[config.mk]
export PLATFORM = sky130hd
export DESIGN_NAME = pic8_ctrl
export DESIGN_NICKNAME = d
export VERILOG_FILES = /design/src/rtl/pic_pkg.sv /design/src/rtl/pic_regs.sv /design/src/rtl/pic_irr.sv /design/src/rtl/pic_arb.sv /design/src/rtl/pic8_ctrl.sv
export SDC_FILE = /design/constraint.sdc
export NUM_CORES = 1
export LEC_CHECK = 0
export ABC_AREA = 1
export ABC_CLOCK_PERIOD_IN_PS = 2800
export BUFFER_PORTS_ARGS = -buffer_cell sky130_fd_sc_hd__buf_2
export CORE_ASPECT_RATIO = 1.75
export CORE_UTILIZATION = 32
export DETAILED_ROUTE_END_ITERATION = 8
export SYNTH_ARGS = -nofsm -noshare
export SYNTH_HDL_FRONTEND = slang
export SYNTH_SLANG_ARGS = --single-unit
[constraint.sdc]
create_clock -name clk_i -period 2.8 [get_ports clk_i]
set_clock_uncertainty 0.15 [all_clocks]
set_input_delay 0.28 -clock clk_i [delete_from_list [all_inputs] [get_ports clk_i]]
set_output_delay 0.28 -clock clk_i [all_outputs]
set_load 0.005 [all_outputs]
[src/rtl/pic_pkg.sv]
package pic_pkg;
  localparam int unsigned NL = 8;
  localparam int unsigned DW = 8;
  localparam int unsigned LW = $clog2(NL);

  localparam logic [DW-1:0] CMD_SEL_IRR  = 8'h0A;
  localparam logic [DW-1:0] CMD_SEL_ISR  = 8'h0B;
  localparam logic [DW-1:0] CMD_SEL_CASC = 8'h0E;
  localparam logic [DW-1-LW:0] CMD_EOI_TAG = 5'b01100; // 0x60..0x67

  typedef enum logic [2:0] {
    CFG_WAIT, CFG_BASE, CFG_CASC, CFG_MODE, CFG_RUN
  } cfg_state_e;

  typedef enum logic [1:0] {
    RD_IRR, RD_ISR, RD_CASC
  } rd_sel_e;
endpackage

[src/rtl/pic_regs.sv]
module pic_regs
  import pic_pkg::*;
(
  input  logic          clk_i,
  input  logic          rst_ni,
  input  logic          addr_i,
  input  logic          wr_i,
  input  logic [DW-1:0] wdata_i,
  output logic          ready_o,
  output logic          init_o,
  output logic [DW-1:0] base_o,
  output logic [DW-1:0] casc_o,
  output logic          aeoi_o,
  output logic [NL-1:0] mask_o,
  output rd_sel_e       rd_sel_o,
  output logic          eoi_o,
  output logic [LW-1:0] eoi_line_o
);
  cfg_state_e st_q;
  logic cmd_wr, dat_wr;

  assign cmd_wr = wr_i & ~addr_i;
  assign dat_wr = wr_i & addr_i;
  assign init_o = cmd_wr & wdata_i[4];
  assign eoi_o  = cmd_wr & (wdata_i[DW-1:LW] == CMD_EOI_TAG);
  assign eoi_line_o = wdata_i[LW-1:0];
  assign ready_o = (st_q == CFG_RUN);

  always_ff @(posedge clk_i or negedge rst_ni) begin
    if (!rst_ni) begin
      st_q     <= CFG_WAIT;
      base_o   <= '0;
      casc_o   <= '0;
      aeoi_o   <= 1'b0;
      mask_o   <= '1;
      rd_sel_o <= RD_IRR;
    end else if (init_o) begin
      st_q     <= CFG_BASE;
      rd_sel_o <= RD_IRR;
    end else if (cmd_wr) begin
      if (wdata_i == CMD_SEL_IRR)       rd_sel_o <= RD_IRR;
      else if (wdata_i == CMD_SEL_ISR)  rd_sel_o <= RD_ISR;
      else if (wdata_i == CMD_SEL_CASC) rd_sel_o <= RD_CASC;
    end else if (dat_wr) begin
      unique case (st_q)
        CFG_BASE: begin
          base_o <= {wdata_i[DW-1:LW], {LW{1'b0}}};
          st_q   <= CFG_CASC;
        end
        CFG_CASC: begin
          casc_o <= wdata_i;
          st_q   <= CFG_MODE;
        end
        CFG_MODE: begin
          aeoi_o <= wdata_i[1];
          st_q   <= CFG_RUN;
        end
        default: mask_o <= wdata_i[NL-1:0];
      endcase
    end
  end
endmodule

[src/rtl/pic_irr.sv]
module pic_irr
  import pic_pkg::*;
(
  input  logic          clk_i,
  input  logic          rst_ni,
  input  logic [NL-1:0] req_i,
  input  logic [NL-1:0] clr_i,
  output logic [NL-1:0] irr_o
);
  logic [NL-1:0] req_q;

  always_ff @(posedge clk_i or negedge rst_ni) begin
    if (!rst_ni) begin
      req_q <= '0;
      irr_o <= '0;
    end else begin
      req_q <= req_i;
      // latch rising edges, drop when input falls or line is served
      irr_o <= (irr_o | (req_i & ~req_q)) & req_i & ~clr_i;
    end
  end
endmodule

[src/rtl/pic_arb.sv]
module pic_arb
  import pic_pkg::*;
(
  input  logic          ready_i,
  input  logic [NL-1:0] irr_i,
  input  logic [NL-1:0] mask_i,
  input  logic [NL-1:0] isr_i,
  output logic          irq_o,
  output logic [LW-1:0] win_o
);
  logic [NL-1:0] pend;
  logic [LW:0]   win_rank, isr_rank;

  assign pend = irr_i & ~mask_i;

  always_comb begin
    win_rank = LW'(0) + (LW+1)'(NL);
    isr_rank = (LW+1)'(NL);
    for (int i = NL-1; i >= 0; i--) begin
      if (pend[i])  win_rank = (LW+1)'(i);
      if (isr_i[i]) isr_rank = (LW+1)'(i);
    end
  end

  assign win_o = win_rank[LW-1:0];
  assign irq_o = ready_i & (win_rank < isr_rank);
endmodule

[src/rtl/pic8_ctrl.sv]
module pic8_ctrl
  import pic_pkg::*;
(
  input  logic          clk_i,
  input  logic          rst_ni,
  input  logic          addr_i,
  input  logic          wr_i,
  input  logic          rd_i,
  input  logic [DW-1:0] wdata_i,
  output logic [DW-1:0] rdata_o,
  input  logic [NL-1:0] req_i,
  output logic          irq_o,
  input  logic          ack_i,
  output logic          vec_valid_o,
  output logic [DW-1:0] vec_o
);
  logic          ready, init, aeoi, eoi;
  logic [DW-1:0] base, casc;
  logic [NL-1:0] mask, irr, isr_q, irr_clr, isr_set, eoi_oh;
  logic [LW-1:0] eoi_line, win;
  rd_sel_e       rd_sel;
  logic          take;

  pic_regs u_regs (
    .clk_i, .rst_ni, .addr_i, .wr_i, .wdata_i,
    .ready_o(ready), .init_o(init), .base_o(base), .casc_o(casc),
    .aeoi_o(aeoi), .mask_o(mask), .rd_sel_o(rd_sel),
    .eoi_o(eoi), .eoi_line_o(eoi_line)
  );

  pic_irr u_irr (
    .clk_i, .rst_ni, .req_i, .clr_i(irr_clr), .irr_o(irr)
  );

  pic_arb u_arb (
    .ready_i(ready), .irr_i(irr), .mask_i(mask), .isr_i(isr_q),
    .irq_o(irq_o), .win_o(win)
  );

  assign take    = ack_i & irq_o;
  assign irr_clr = take ? (NL'(1) << win) : '0;
  assign isr_set = (take && !aeoi) ? (NL'(1) << win) : '0;
  assign eoi_oh  = eoi ? (NL'(1) << eoi_line) : '0;

  always_ff @(posedge clk_i or negedge rst_ni) begin
    if (!rst_ni) begin
      isr_q       <= '0;
      vec_valid_o <= 1'b0;
      vec_o       <= '0;
    end else begin
      isr_q       <= init ? '0 : ((isr_q & ~eoi_oh) | isr_set);
      vec_valid_o <= ack_i;
      if (ack_i)
        vec_o <= {base[DW-1:LW], take ? win : LW'(NL-1)};
    end
  end

  always_comb begin
    rdata_o = '0;
    if (rd_i) begin
      if (addr_i) rdata_o = DW'(mask);
      else begin
        unique case (rd_sel)
          RD_ISR:  rdata_o = DW'(isr_q);
          RD_CASC: rdata_o = casc;
          default: rdata_o = DW'(irr);
        endcase
      end
    end
  end
endmodule

# Word-level counts from Yosys, hierarchy flattened
# Index checks and enable logic that the tools add are counted.
classes:
  n_lt_le_gt_ge: 1
  n_eq_ne: 11
  n_shift: 2
  muxes: 33
  bitwise: 21
  reduce_logical: 13
op_table:
  columns: ["operator", "n"]
  rows:
  - ["$mux W4", 16]
  - ["$mux W8", 6]
  - ["$and A8 B8 Y8", 5]
  - ["$not A8 Y8", 4]
  - ["$eq A8 B4 Y1 const B", 3]
  - ["$or A8 B8 Y8", 2]
  - ["$pmux W8 S2", 1]
  - ["$reduce_and A4 Y1", 4]
  - ["$shl A1 B3 Y8 const A", 2]
  - ["$mux W3", 4]
  - ["$mux W2", 5]
  - ["$pmux W3 S3", 1]
  - ["$reduce_bool A4 Y1", 2]
  - ["$and A1 B1 Y1", 6]
  - ["$eq A3 B2 Y1 const B", 2]
  - ["$eq A5 B4 Y1 const B", 1]
  - ["$lt A4 B4 Y1", 1]
  - ["$not A1 Y1", 4]
  - ["$reduce_bool A2 Y1", 2]
  - ["$eq A3 B1 Y1 const B", 1]
  - ["$eq A3 B3 Y1 const B", 1]
  - ["$reduce_and A3 Y1", 1]
  - ["$reduce_or A3 Y1", 1]
  - ["$eq A2 B1 Y1 const B", 1]
  - ["other kinds (5)", 5]
word_totals:
  reg_bits: 60
  in_bits: 22
  out_inout_bits: 18
  word_cells: 92

# Longest topological paths before layout
# Gate-level depths: netlist of run 1.
depth:
  depth_word: 17
  ltp_mapped: 17
  depth_no_buf: 17

# By module
# A second synthesis of run 1 with hierarchy kept.
hier_totals:
  cells_unflattened: 430
  area_unflattened_um2: 3221.8
modules_own_cells:
  columns: ["module", "n_inst", "cells_each", "area_each_um2", "seq_area_each_um2"]
  rows:
  - ["pic_regs", 1, 133, 1226.2, 685.7]
  - ["pic8_ctrl", 1, 176, 1117.3, 425.4]
  - ["pic_irr", 1, 56, 550.5, 400.4]
  - ["pic_arb", 1, 65, 327.8, 0.0]

# Least setup slack after synthesis of run 1
# OpenSTA, ideal clock, no wires.
synth_timing:
  kind: "register to register"
  from: "reg u_regs.mask_o[1]"
  to: "reg u_irr.irr_o[0]"
  setup_time_ns: 0.117
  arrival_time_ns: 2.284
  t_required_ns: 2.533
  path_slack_ns: 0.249
  stages_incl_launch_ff: 12
  path_buffers: 0
  synth_period_minus_slack_ns: 2.551
  cell_sequence: "dfstp_2 or2_2 nand2_1 nor2_1 inv_2 nor3_1 ha_1 a2111oi_4 a21boi_4 nand2_4 o21ai_1 inv_1"
synth_via:
  elab_chain_len: 10
  elab_cells_between_ends: 11
  cone_classes: "order compare (1); shift (1); mux (3); bitwise (6)"
synth_lines:
  columns: ["item", "line", "rtl"]
  rows:
  - ["start, declared", "pic_regs.sv:14", "output logic [NL-1:0] mask_o,"]
  - ["start signal, assigned", "pic_regs.sv:58", "default: mask_o <= wdata_i[NL-1:0];"]
  - ["$not A8 Y8", "pic_arb.sv:14", "assign pend = irr_i & ~mask_i;"]
  - ["$and A8 B8 Y8", "pic_arb.sv:14", null]
  - ["$mux W4 (2 in series)", "pic_arb.sv:20", "if (pend[i]) win_rank = (LW+1)'(i);"]
  - ["$lt A4 B4 Y1", "pic_arb.sv:26", "assign irq_o = ready_i & (win_rank < isr_rank);"]
  - ["$and A1 B1 Y1", "pic_arb.sv:26", null]
  - ["via irq_o", "pic8_ctrl.sv:12", "output logic irq_o,"]
  - ["$and A1 B1 Y1", "pic8_ctrl.sv:40", "assign take = ack_i & irq_o;"]
  - ["$mux W8", "pic8_ctrl.sv:41", "assign irr_clr = take ? (NL'(1) << win) : '0;"]
  - ["$not A8 Y8", "pic_irr.sv:19", "irr_o <= (irr_o | (req_i & ~req_q)) & req_i & ~clr_i;"]
  - ["$and A8 B8 Y8", "pic_irr.sv:19", null]
  - ["end signal, assigned", "pic_irr.sv:19", null]
  - ["end, declared", "pic_irr.sv:8", "output logic [NL-1:0] irr_o"]
# The timed path passes the listed nets, and every way through them passes these cells.
# A chain may end at the register's enable or synchronous reset.

# Final worst setup path of run 1
layout_timing:
  from: "reg u_regs.mask_o[1]"
  to: "out irq_o"
layout_via:
  elab_chain_len: 6
layout_lines:
  columns: ["item", "line"]
  rows:
  - ["$not A8 Y8", "pic_arb.sv:14"]
  - ["$and A8 B8 Y8", "pic_arb.sv:14"]
  - ["$mux W4 (2 in series)", "pic_arb.sv:20"]
  - ["$lt A4 B4 Y1", "pic_arb.sv:26"]
  - ["$and A1 B1 Y1", "pic_arb.sv:26"]
  - ["end, declared", "pic8_ctrl.sv:12"]
# Every way passes these cells.

==> metrics.csv, run 1 <==
stage,metric,value,unit
drt,Post-DRT Antenna Nets,0,
critical_path,CP Max Fanout,3,
cts,CTS Sinks,60,
timing,Final Setup Violations,1,
cts,CTS max path bufs,2,
synth,Synth Area in Compound Gates,0.182,
synth,ys flop type,dfrtp_1,
power,pwr dens,915,nW/um2
drt,drt drc,0,
place,# port buffers,39,
synth,Post-synth ARST share,1.00,
min_path,Hold/Removal Path Class,input pin to flop,
layout,fillcell total,960,
flow_run,max cap viols,0,
synth,post-synthesis adder-cell area fraction,0.0201,
synth,Post-synth EDFFs,0,
synth,Mapped Area,3110,um2
cts,"Clk pin slew, worst setup/hold paths",50,ps
timing,final hold violation count,0,
synth,Yosys top cell area share,0.418,
global_routing,pin count of the biggest net entering global routing,61,
min_path,Hold Path End,u_regs.mask_o[7],
timing,f_max,346,MHz
synth,"count leader, synth",nand2_1,
cts,worst skew pair latency,330,ps
synth,post-synthesis mux area share,0.0181,
drt,WL/cell,14.8,um
critical_path,RR Endpoint,u_irr.irr_o[7],
synth,largest cells by area after synthesis,"dfrtp_1 42%, nand2_1 8.4%, o21ai_0 7.6%, inv_1 7.0%, dfstp_2 6.8%",
floorplanning,total core area,9470,um2
synth,Post-Synth Simple-Gate Area,0.202,
layout,layout cells sized above 1,0.254,
critical_path,Slowest Stage Delay on Critical Path,530,ps
floorplanning,site row count,47,
critical_path,crit end category,output pin,
cts,total CTS buffers,9,
synth,Gate Count Post-Synth,376,
critical_path,Worst Path Arrival,2460,ps
power,leakage power,1.96,nW
synth,post-synthesis cell type count,35,
status,failing checks,setup timing,
synth,Syn Area/Cell,8.28,um2
critical_path,CP max stage cell,dfstp_2,
timing,setup_tns,-91.8,ps
floorplanning,Ports,40,
drt,DRT Pass-1 Iters,4,
drt,vias per inst,4.79,
critical_path,worst path required time,2370,ps
critical_path,worst r2r path cells,12,
global_routing,grt ovf,0,
synth,Yosys warnings,0,
timing,final period utilization,1.03,
timing,final critical-path required period,2890,ps
synth,XOR/XNOR Fraction of Synth Area,0,
cts,Root Driver,clkbuf_16,
timing,RSZ-0062 raised after global routing,true,
timing,Worst-Margin Slew,761,ps
drt,DR iter-0 viols,172,
place,Cells after DPL,535,
layout,n_diodes,0,
timing,slew margin rel.,0.493,
synth,Mapped Nets,403,
cts,CTS tree,done,
synth,sequential area share after synthesis,0.486,
global_routing,initial antenna violation count,0,
cts,H-tree Lvls,3,
synth,most area-hungry cell type in the Yosys netlist,dfrtp_1,
drt,Total Wirelength,8.34,mm
place,hpwl dp,6.38,mm
critical_path,Reg2Reg Launch Point,u_regs.mask_o[1],
critical_path,reg2reg setup slack,120,ps
layout,Area Growth Syn to Fin,26.6,%
synth,synth cell count leaders,"70 x nand2_1, 58 x inv_1, 52 x dfrtp_1, 47 x o21ai_0, 32 x nor2_1",
synth,"flops & latches, synth",60,
critical_path,Setup CP Type,flop to output pin,
place,gp weighted congestion,0.862,
global_routing,GRT Util Overall,0.178,
global_routing,vias in the first global route,2775,
synth,largest family of logic cells by synthesized area,simple AND/OR/NAND/NOR gates,
floorplanning,Initial Utilization,0.329,
global_routing,first-pass GRT wire length,13.8,mm
min_path,hold path startpoint,wdata_i[7],
floorplanning,die area,10100,um2
power,Tot Pwr,3.61,mW
layout,final std cells w/o fill,563,
drt,Vias,2696,
layout,nets,463,
timing,final worst slack,-91.8,ps
power,Peak VDD IR,0.366,mV
min_path,hold path cells,3,
status,status,"finished, violations left",
critical_path,CP Launch Type,flop,
critical_path,CP Cell Sequence,or2_4 -> nand2_4 -> nor2_4 -> inv_2 -> nor3_2 -> ha_1 -> a2111oi_4 -> a21boi_4 -> buf_2,
floorplanning,Die Span Y,132,um
floorplanning,Die X-Extent,76.6,um
timing,final slew viol count,0,
layout by cell type (no fill, tap or decap), types with 3 or more instances in the layout:
cell,synthesis,layout
buf_4,0,8
nand2_1,70,68
nand3_1,8,8
dfrtp_1,52,52
o21ai_0,47,47
dfstp_2,8,8
a21boi_0,6,6
nand4_1,4,4
clkbuf_8,0,4
nor2_1,32,29
clkbuf_16,0,9
buf_2,2,39
mux2_2,5,5
o21ai_1,8,7
o22ai_2,3,3
nand2_2,7,8
nor3_1,10,9
nor2_2,1,3
ha_1,5,5
dlygate4sd3_1,0,9
inv_2,10,10
inv_1,58,58
o41ai_1,6,6
a21oi_1,12,12
metrics by stage:
step | utilization | worst slack, ps | cell area, um2 | hold WS [ps]
6_report | 0.416 | -91.8 | 3940 | 125
5_1_grt | 0.416 | -205 | 3940 | 129
3_5_place_dp | 0.366 | 89.5 | 3470 | 252
4_1_cts | 0.412 | -118 | 3900 | 114
3_3_place_gp | 0.366 | 201 | 3470 | 250
2_1_floorplan | - | 249 | 3110 | -166
routing by layer:
metal | GRT usage | wire length (um)
met5 | 0 | 0
met4 | 0.105 | 337
met3 | 0.0379 | 248
met2 | 0.326 | 4550
met1 | 0.184 | 3200
critical path, delay by kind of cell, from the launching register on:
family | cells | cell delay, ps
adder cells (fa/ha/maj) | 1 | 290
AND/OR/NAND/NOR | 4 | 450
buffers and inverters | 2 | 180
AO/OA/AOI/OAI | 2 | 680
flip-flops | 1 | 530
how the worst max path moves through the flow:
stage                          start        endpoint  slack [ps]  depth (start not counted)
finish              u_regs.mask_o[1]           irq_o         -90                          9
CTS                 u_regs.mask_o[2]           irq_o        -120                          9
global placement    u_regs.mask_o[1]        isr_q[5]         200                         12
global route        u_regs.mask_o[3]           irq_o        -210                          9
floorplan           u_regs.mask_o[1]  u_irr.irr_o[0]         250                         11
detailed placement  u_regs.mask_o[1]        isr_q[5]          90                         12
area by class of cell:
class / instances / area, um2 / share of cell area
timing repair buffer: 56 / 345 / 0.0876
multi-input combinational: 240 / 1350 / 0.343
clock buffer: 13 / 280 / 0.0711
tap: 122 / 153 / 0.0387
inverter: 69 / 259 / 0.0657
sequential: 60 / 1510 / 0.383
clock inverter: 3 / 42.5 / 0.0108
logic make-up after synthesis:
kind of cell / Yosys count
AND/OR/NAND/NOR: 141
AO/OA/AOI/OAI: 89
buffers and inverters: 76
flip-flops: 60
multiplexers: 5
adder cells (fa/ha/maj): 5
where the power goes:
part | total (mW) | internal (mW) | switching (mW)
Sequential | 1.31 | 1.15 | 0.160
Combinational | 1.13 | 0.449 | 0.684
Clock | 1.16 | 0.783 | 0.379
timing repair:
| item | 4_1_cts | 5_1_grt |
|---|---|---|
| hold buffers | 9 | 0 |
| pin swaps | 5 | 8 |
| endpoints found under the hold margin | 38 | 0 |
| setup buffers | 0 | 3 |
| gates resized for setup | 4 | 7 |
| endpoints found under the setup margin | 1 | 1 |
flip-flops by register name, summed over array words and instances, names as in the netlist:
name	count
isr_q	8
u_irr.irr_o	8
u_irr.req_q	8
u_regs.aeoi_o	1
u_regs.base_o	5
u_regs.casc_o	8
u_regs.mask_o	8
u_regs.rd_sel_o	2
u_regs.st_q	3
vec_o	8
vec_valid_o	1
Power figures use the tool's default switching activity.
==> run 2, diff against run 1 <==
--- a/config.mk
+++ b/config.mk
@@ -9,8 +9,10 @@
 export ABC_CLOCK_PERIOD_IN_PS = 2800
 export BUFFER_PORTS_ARGS = -buffer_cell sky130_fd_sc_hd__buf_2
 export CORE_ASPECT_RATIO = 1.75
-export CORE_UTILIZATION = 32
+export CORE_UTILIZATION = 46
 export DETAILED_ROUTE_END_ITERATION = 8
+export PLACE_DENSITY = 0.66
+export RECOVER_POWER = 50
 export SYNTH_ARGS = -nofsm -noshare
 export SYNTH_HDL_FRONTEND = slang
 export SYNTH_SLANG_ARGS = --single-unit
==> run 2 against run 1 <==
Net effect: total power decreased by 3.4%; the run ends with capacitance limit, slew limit, setup timing left; register-to-register slack got worse by 80 ps; first-iteration DRC count is 4.1% lower; largest power group unchanged; die area shrank 30%; worst setup slack gained 45 ps; critical path depth is the same; cell area is 1.8% lower.
==> metrics.csv, run 2 (synthesis results as in run 1) <==
stage,metric,value,unit,change
min_path,Hold/Removal Path Class,input pin to flop,,
critical_path,CP Max Fanout,3,,unchanged
critical_path,Slowest Stage Delay on Critical Path,530,ps,about the same
drt,vias per inst,5.22,,+9.1%
global_routing,GRT Util Overall,0.246,,+0.0681
floorplanning,total core area,6540,um2,-31%
critical_path,worst path bufs/invs,2,,unchanged
critical_path,CP Launch Type,flop,,
timing,final worst slack,-46.4,ps,+45.3 ps
global_routing,initial antenna violation count,0,,unchanged
cts,H-tree Lvls,3,,unchanged
global_routing,first-pass GRT wire length,13.0,mm,-5.7%
timing,final critical-path required period,2850,ps,-45.3 ps
layout,Area Growth Syn to Fin,24.3,%,
global_routing,grt ovf,0,,unchanged
drt,Vias,2743,,+1.7%
flow_run,max cap viols,1,,+1
critical_path,Setup CP Type,flop to output pin,,
place,Place WS,139,ps,+49.5 ps
floorplanning,Die X-Extent,64.2,um,-16%
power,leakage power,1.94,nW,-1.3%
critical_path,worst path required time,2370,ps,about the same
layout,multi-input logic area,1370,um2,+1.8%
layout,"commonest non-fill, non-tap cell in the layout",nand2_1,,
cts,CTS tree,done,,
critical_path,CP Cell Sequence,or2_4 -> nand2_4 -> nor2_4 -> inv_2 -> nor3_2 -> ha_1 -> a2111oi_4 -> a21boi_4 -> buf_2,,
layout,Util after Layout,0.592,,+0.175
floorplanning,site row count,39,,-17%
global_routing,pin count of the biggest net entering global routing,32,,-48%
cts,Root Driver,clkbuf_16,,
place,hpwl dp,6.04,mm,-5.4%
place,# port buffers,39,,unchanged
place,gp weighted congestion,0.945,,+9.6%
timing,final hold violation count,0,,unchanged
critical_path,Top Family by Delay on Critical Path,compound AO/OA/AOI/OAI gates,,
timing,Worst-Margin Slew,1670,ps,+907 ps
floorplanning,Initial Utilization,0.476,,+0.147
drt,WL/cell,15.2,um,+2.6%
cts,CTS Sinks,60,,unchanged
timing,final slew viol count,31,,+31
min_path,hold path cells,3,,unchanged
status,failing checks,"capacitance limit, slew limit, setup timing",,
drt,DR iter-0 viols,165,,-4.1%
place,Cells after DPL,493,,-7.9%
critical_path,total stage count of the critical path,9,,unchanged
layout,n_diodes,0,,unchanged
status,status,"finished, violations left",,
timing,Final Setup Violations,1,,unchanged
critical_path,CP max stage cell,dfstp_2,,
floorplanning,Die Span Y,111,um,-16%
power,Peak VDD IR,0.597,mV,+63%
floorplanning,Ports,40,,unchanged
timing,RSZ-0062 raised after global routing,true,,
critical_path,worst r2r path cells,13,,+1
layout,nets,465,,+0.43%
layout,"commonest non-fill, non-tap cells in the layout","67 x nand2_1, 58 x inv_1, 52 x dfrtp_1",,
cts,worst skew pair latency,340,ps,about the same
drt,Post-DRT Antenna Nets,0,,unchanged
cts,total CTS buffers,9,,unchanged
timing,f_max,351,MHz,+1.6%
layout,layout cells sized above 1,0.253,,-0.00115
timing,Hold Slack,95.6,ps,-29.5 ps
drt,drt drc,0,,unchanged
power,pwr dens,901,nW/um2,-1.6%
layout,fillcell total,637,,-34%
drt,Total Wirelength,7.98,mm,-4.3%
layout,Register Area,1510,um2,unchanged
global_routing,vias in the first global route,2723,,-1.9%
layout,final std cells w/o fill,525,,-6.7%
cts,"Clk pin slew, worst setup/hold paths",50,ps,about the same
critical_path,Worst Path Arrival,2420,ps,-40 ps
timing,final period utilization,1.02,,-0.0162
timing,slew margin rel.,-0.112,,-0.605
critical_path,crit end category,output pin,,
cts,CTS max path bufs,2,,unchanged
floorplanning,die area,7110,um2,-30%
drt,DRT Pass-1 Iters,4,,unchanged
[run 2: cell types whose count changed in the layout (fill, tap and decap cells not counted), moves of 2 or more]
cell,previous run,this run
buf_2,39,31
clkbuf_1,0,8
clkbuf_8,4,1
clkinv_2,1,4
nor2_1,29,27
nor2_2,3,5
[run 2: layer usage]
layer / GRT usage / up-vias / part of all wire
met1: 0.258 / 1291 / 0.38
met4: 0.148 / 0 / 0.047
li1: - / 1349 / -
met2: 0.434 / 75 / 0.53
met3: 0.0576 / 28 / 0.042
met5: 0 / - / 0
[run 2: per-stage QoR]
| stage | TNS [ps] | instance area [um2] | power (mW) |
|---|---|---|---|
| floorplan | 0 | 3110 | 2.03 |
| global placement | 0 | 3420 | 2.32 |
| detailed placement | 0 | 3420 | 2.36 |
| CTS | 0 | 3820 | 3.43 |
| global route | -1260 | 3870 | 3.71 |
| finish | -46.4 | 3870 | 3.49 |
[run 2: layout make-up]
cell class | count | share of cell area
Tap cell | 82 | 0.0265
Clock buffer | 11 | 0.0627
Timing Repair Buffer | 58 | 0.0909
Sequential cell | 60 | 0.391
Multi-Input combinational cell | 240 | 0.355
Inverter | 69 | 0.0669
Clock inverter | 5 | 0.00712
[run 2: tightest hold or removal path, stage by stage]
cell	delay, ps
buf_2	110
inv_1	90
o21ai_0	90
[run 2: what timing repair did]
action                                  4_1_cts  5_1_grt
endpoints found under the setup margin        1        4
pin swaps                                     5        6
hold buffers                                  9        0
gates resized for setup                       6       12
setup buffers                                 3        4
gates cloned                                  0        0
hold endpoints to repair                     37        0
[run 2: worst paths after layout]
check	start	to	slack [ps]
max in group asynchronous	rst_ni	u_regs.mask_o[5]	380
min in group asynchronous	rst_ni	vec_valid_o	780
hold reg to reg	u_regs.base_o[6]	u_regs.base_o[6]	330
hold / removal	wdata_i[7]	u_regs.mask_o[7]	100
setup reg to reg	u_regs.mask_o[1]	u_irr.irr_o[3]	40
setup / recovery	u_regs.mask_o[1]	irq_o	-50
[run 2: report_power, final]
group          switching, mW  leakage (nW)  internal, mW
Sequential             0.152         0.728          1.15
Clock                  0.382         0.135         0.615
Combinational          0.698          1.07         0.487
Total                   1.23          1.94          2.25
==> run 3, diff against run 2 <==
--- a/config.mk
+++ b/config.mk
@@ -6,9 +6,9 @@
 export NUM_CORES = 1
 export LEC_CHECK = 0
 export ABC_AREA = 1
-export ABC_CLOCK_PERIOD_IN_PS = 2800
 export BUFFER_PORTS_ARGS = -buffer_cell sky130_fd_sc_hd__buf_2
 export CORE_ASPECT_RATIO = 1.75
+export CORE_MARGIN = 3
 export CORE_UTILIZATION = 46
 export DETAILED_ROUTE_END_ITERATION = 8
 export PLACE_DENSITY = 0.66
==> run 3 against run 2 <==
Net effect: cell count down 0.95%; non-clock buffer count down 5; largest cell class unchanged; the flow finishes with violations (capacitance limit, slew limit); fmax up 2.7%; critical path type unchanged.
==> metrics.csv, run 3 (synthesis results as in run 1) <==
stage,metric,value,unit,change
status,status,"finished, violations left",,
status,failing checks,"capacitance limit, slew limit",,
drt,drt drc,0,,unchanged
timing,slew margin rel.,-0.335,,-0.223
layout,"commonest non-fill, non-tap cells in the layout","67 x nand2_1, 58 x inv_1, 52 x dfrtp_1",,
layout,Post-Layout Inst Area,3870,um2,about the same
global_routing,pin count of the biggest net entering global routing,38,,+19%
power,P_int,2.37,mW,+5.1%
layout,Area Growth Syn to Fin,24.2,%,about the same
min_path,hold path cells,3,,unchanged
cts,H-tree Lvls,3,,unchanged
cts,worst skew pair latency,330,ps,about the same
layout,nets,460,,-1.1%
global_routing,grt ovf,0,,unchanged
power,Peak VDD IR,0.461,mV,-23%
place,Place WS,110,ps,-28.5 ps
global_routing,GRT Util Overall,0.227,,-0.0191
critical_path,reg2reg setup slack,170,ps,+130 ps
timing,RSZ-0062 raised after global routing,true,,
critical_path,RR Endpoint,isr_q[5],,
cts,"Clk pin slew, worst setup/hold paths",50,ps,about the same
power,Comb power frac,0.311,,-0.029
floorplanning,Initial Utilization,0.476,,unchanged
floorplanning,total core area,6540,um2,unchanged
critical_path,CP Max Fanout,5,,+2
min_path,Hold/Removal Path Class,input pin to flop,,
timing,Worst-Margin Slew,2000,ps,+334 ps
drt,DRT Pass-1 Iters,4,,unchanged
critical_path,Worst Path Arrival,2340,ps,-80 ps
timing,final critical-path required period,2770,ps,-76.1 ps
power,Sw Pwr,1.22,mW,-0.69%
floorplanning,Ports,40,,unchanged
drt,Vias,2654,,-3.2%
timing,final slew viol count,38,,+23%
floorplanning,site row count,39,,unchanged
global_routing,first-pass GRT wire length,12.9,mm,-0.90%
min_path,hold path startpoint,wdata_i[7],,
power,clock power share,0.325,,+0.039
drt,Post-DRT Antenna Nets,0,,unchanged
timing,final worst slack,29.7,ps,+76.1 ps
floorplanning,die area,7830,um2,+10%
power,pwr dens,929,nW/um2,+3.2%
global_routing,initial antenna violation count,0,,unchanged
critical_path,crit end category,output pin,,
timing,f_max,361,MHz,+2.7%
cts,CTS Sinks,60,,unchanged
cts,CTS tree,done,,
power,Sw Ratio,0.341,,-0.0129
layout,layout cells sized above 1,0.217,,-0.0359
drt,DR iter-0 viols,126,,-24%
critical_path,Setup CP Type,flop to output pin,,
place,placed instance area,3400,um2,-0.37%
power,part of the power in registers,0.363,,-0.011
cts,CTS max path bufs,2,,unchanged
critical_path,CP Launch Type,flop,,
power,leakage power,1.90,nW,-1.7%
flow_run,max cap viols,1,,unchanged
layout,"commonest non-fill, non-tap cell in the layout",nand2_1,,
min_path,Hold Path End,u_regs.mask_o[7],,
cts,Root Driver,clkbuf_16,,
global_routing,vias in the first global route,2621,,-3.7%
critical_path,Reg2Reg Launch Point,u_regs.mask_o[5],,
critical_path,worst r2r path cells,13,,unchanged
drt,vias per inst,5.10,,-2.3%
drt,Total Wirelength,7.79,mm,-2.4%
layout,n_diodes,0,,unchanged
floorplanning,Die X-Extent,68.2,um,+6.2%
timing,Hold Slack,108,ps,+12.8 ps
floorplanning,Die Span Y,115,um,+3.6%
timing,Final Setup Violations,0,,-1
place,# port buffers,39,,unchanged
timing,final hold violation count,0,,unchanged
timing,final period utilization,0.989,,-0.0272
drt,WL/cell,15.0,um,-1.5%
place,gp weighted congestion,0.906,,-4.1%
cts,total CTS buffers,9,,unchanged
place,hpwl dp,5.92,mm,-2.0%
critical_path,worst path required time,2370,ps,about the same
[run 3: cell count changes in the layout (fill, tap and decap cells not counted), moves of 2 or more]
cell | previous run | this run
clkbuf_1 | 8 | 16
buf_2 | 31 | 25
buf_4 | 9 | 4
nor2_1 | 27 | 31
nor2_2 | 5 | 1
clkinv_2 | 4 | 1
bufinv_16 | 0 | 2
[run 3: worst max-delay path, cell delays in order, from the launching register on]
cell and delay (ps):
dfstp_2 550, inv_1 50, nand2_1 110, nand2_2 120, nor2_2 140, nor2_4 70
ha_1 220, a2111oi_4 370, a21boi_4 230, buf_2 130
[run 3: routing by layer]
layer | vias up | global-route usage | wire length [um]
met1 | 1232 | 0.244 | 2990
met5 | - | 0 | 0
met2 | 62 | 0.387 | 4110
li1 | 1332 | - | -
met4 | 0 | 0.158 | 374
met3 | 28 | 0.0420 | 312
[run 3: cell type report]
cell class              instances  area (um2)
well taps                      82         103
clock buffers                  10         229
flip-flops and latches         60        1510
inverters                      69         259
multi-input cells             240        1370
repair buffers                 53         302
clock inverters                 6        88.8
fillers                       614        2670
[run 3: worst max-delay path by stage]
stage | start | to | slack (ps) | depth (start not counted)
global route | u_regs.mask_o[5] | irq_o | -70 | 9
finish | u_regs.mask_o[5] | irq_o | 30 | 9
global placement | u_regs.mask_o[0] | isr_q[5] | 120 | 13
detailed placement | u_regs.mask_o[1] | u_irr.irr_o[5] | 110 | 11
floorplan | u_regs.mask_o[1] | u_irr.irr_o[0] | 250 | 11
CTS | u_regs.mask_o[2] | irq_o | -30 | 9
[run 3: what timing repair did]
| item | CTS | global route |
|---|---|---|
| gates resized for setup | 1 | 14 |
| setup buffers | 2 | 0 |
| endpoints found under the hold margin | 36 | 0 |
| endpoints found under the setup margin | 1 | 9 |
| hold buffers | 9 | 0 |
| pin swaps | 2 | 1 |
[run 3: metrics by stage]
stage          instances  power (mW)  utilization  setup TNS (ps)
6_report             520        3.59        0.591               0
5_1_grt              520        3.85        0.591            -523
4_1_cts              520        3.55        0.586           -32.8
3_5_place_dp         493        2.35        0.521               0
3_3_place_gp         493        2.32        0.521               0
2_1_floorplan        376        2.03            -               0
[run 3: power by group through the flow]
stage                     clock [mW]  sequential (mW)  combinational [mW]
after global routing            1.23             1.34                1.27
final                           1.17             1.31                1.12
after CTS                       1.18             1.30                1.07
after global placement             0             1.30                1.01
after floorplan                    0             1.27               0.756
after detailed placement           0             1.31                1.04
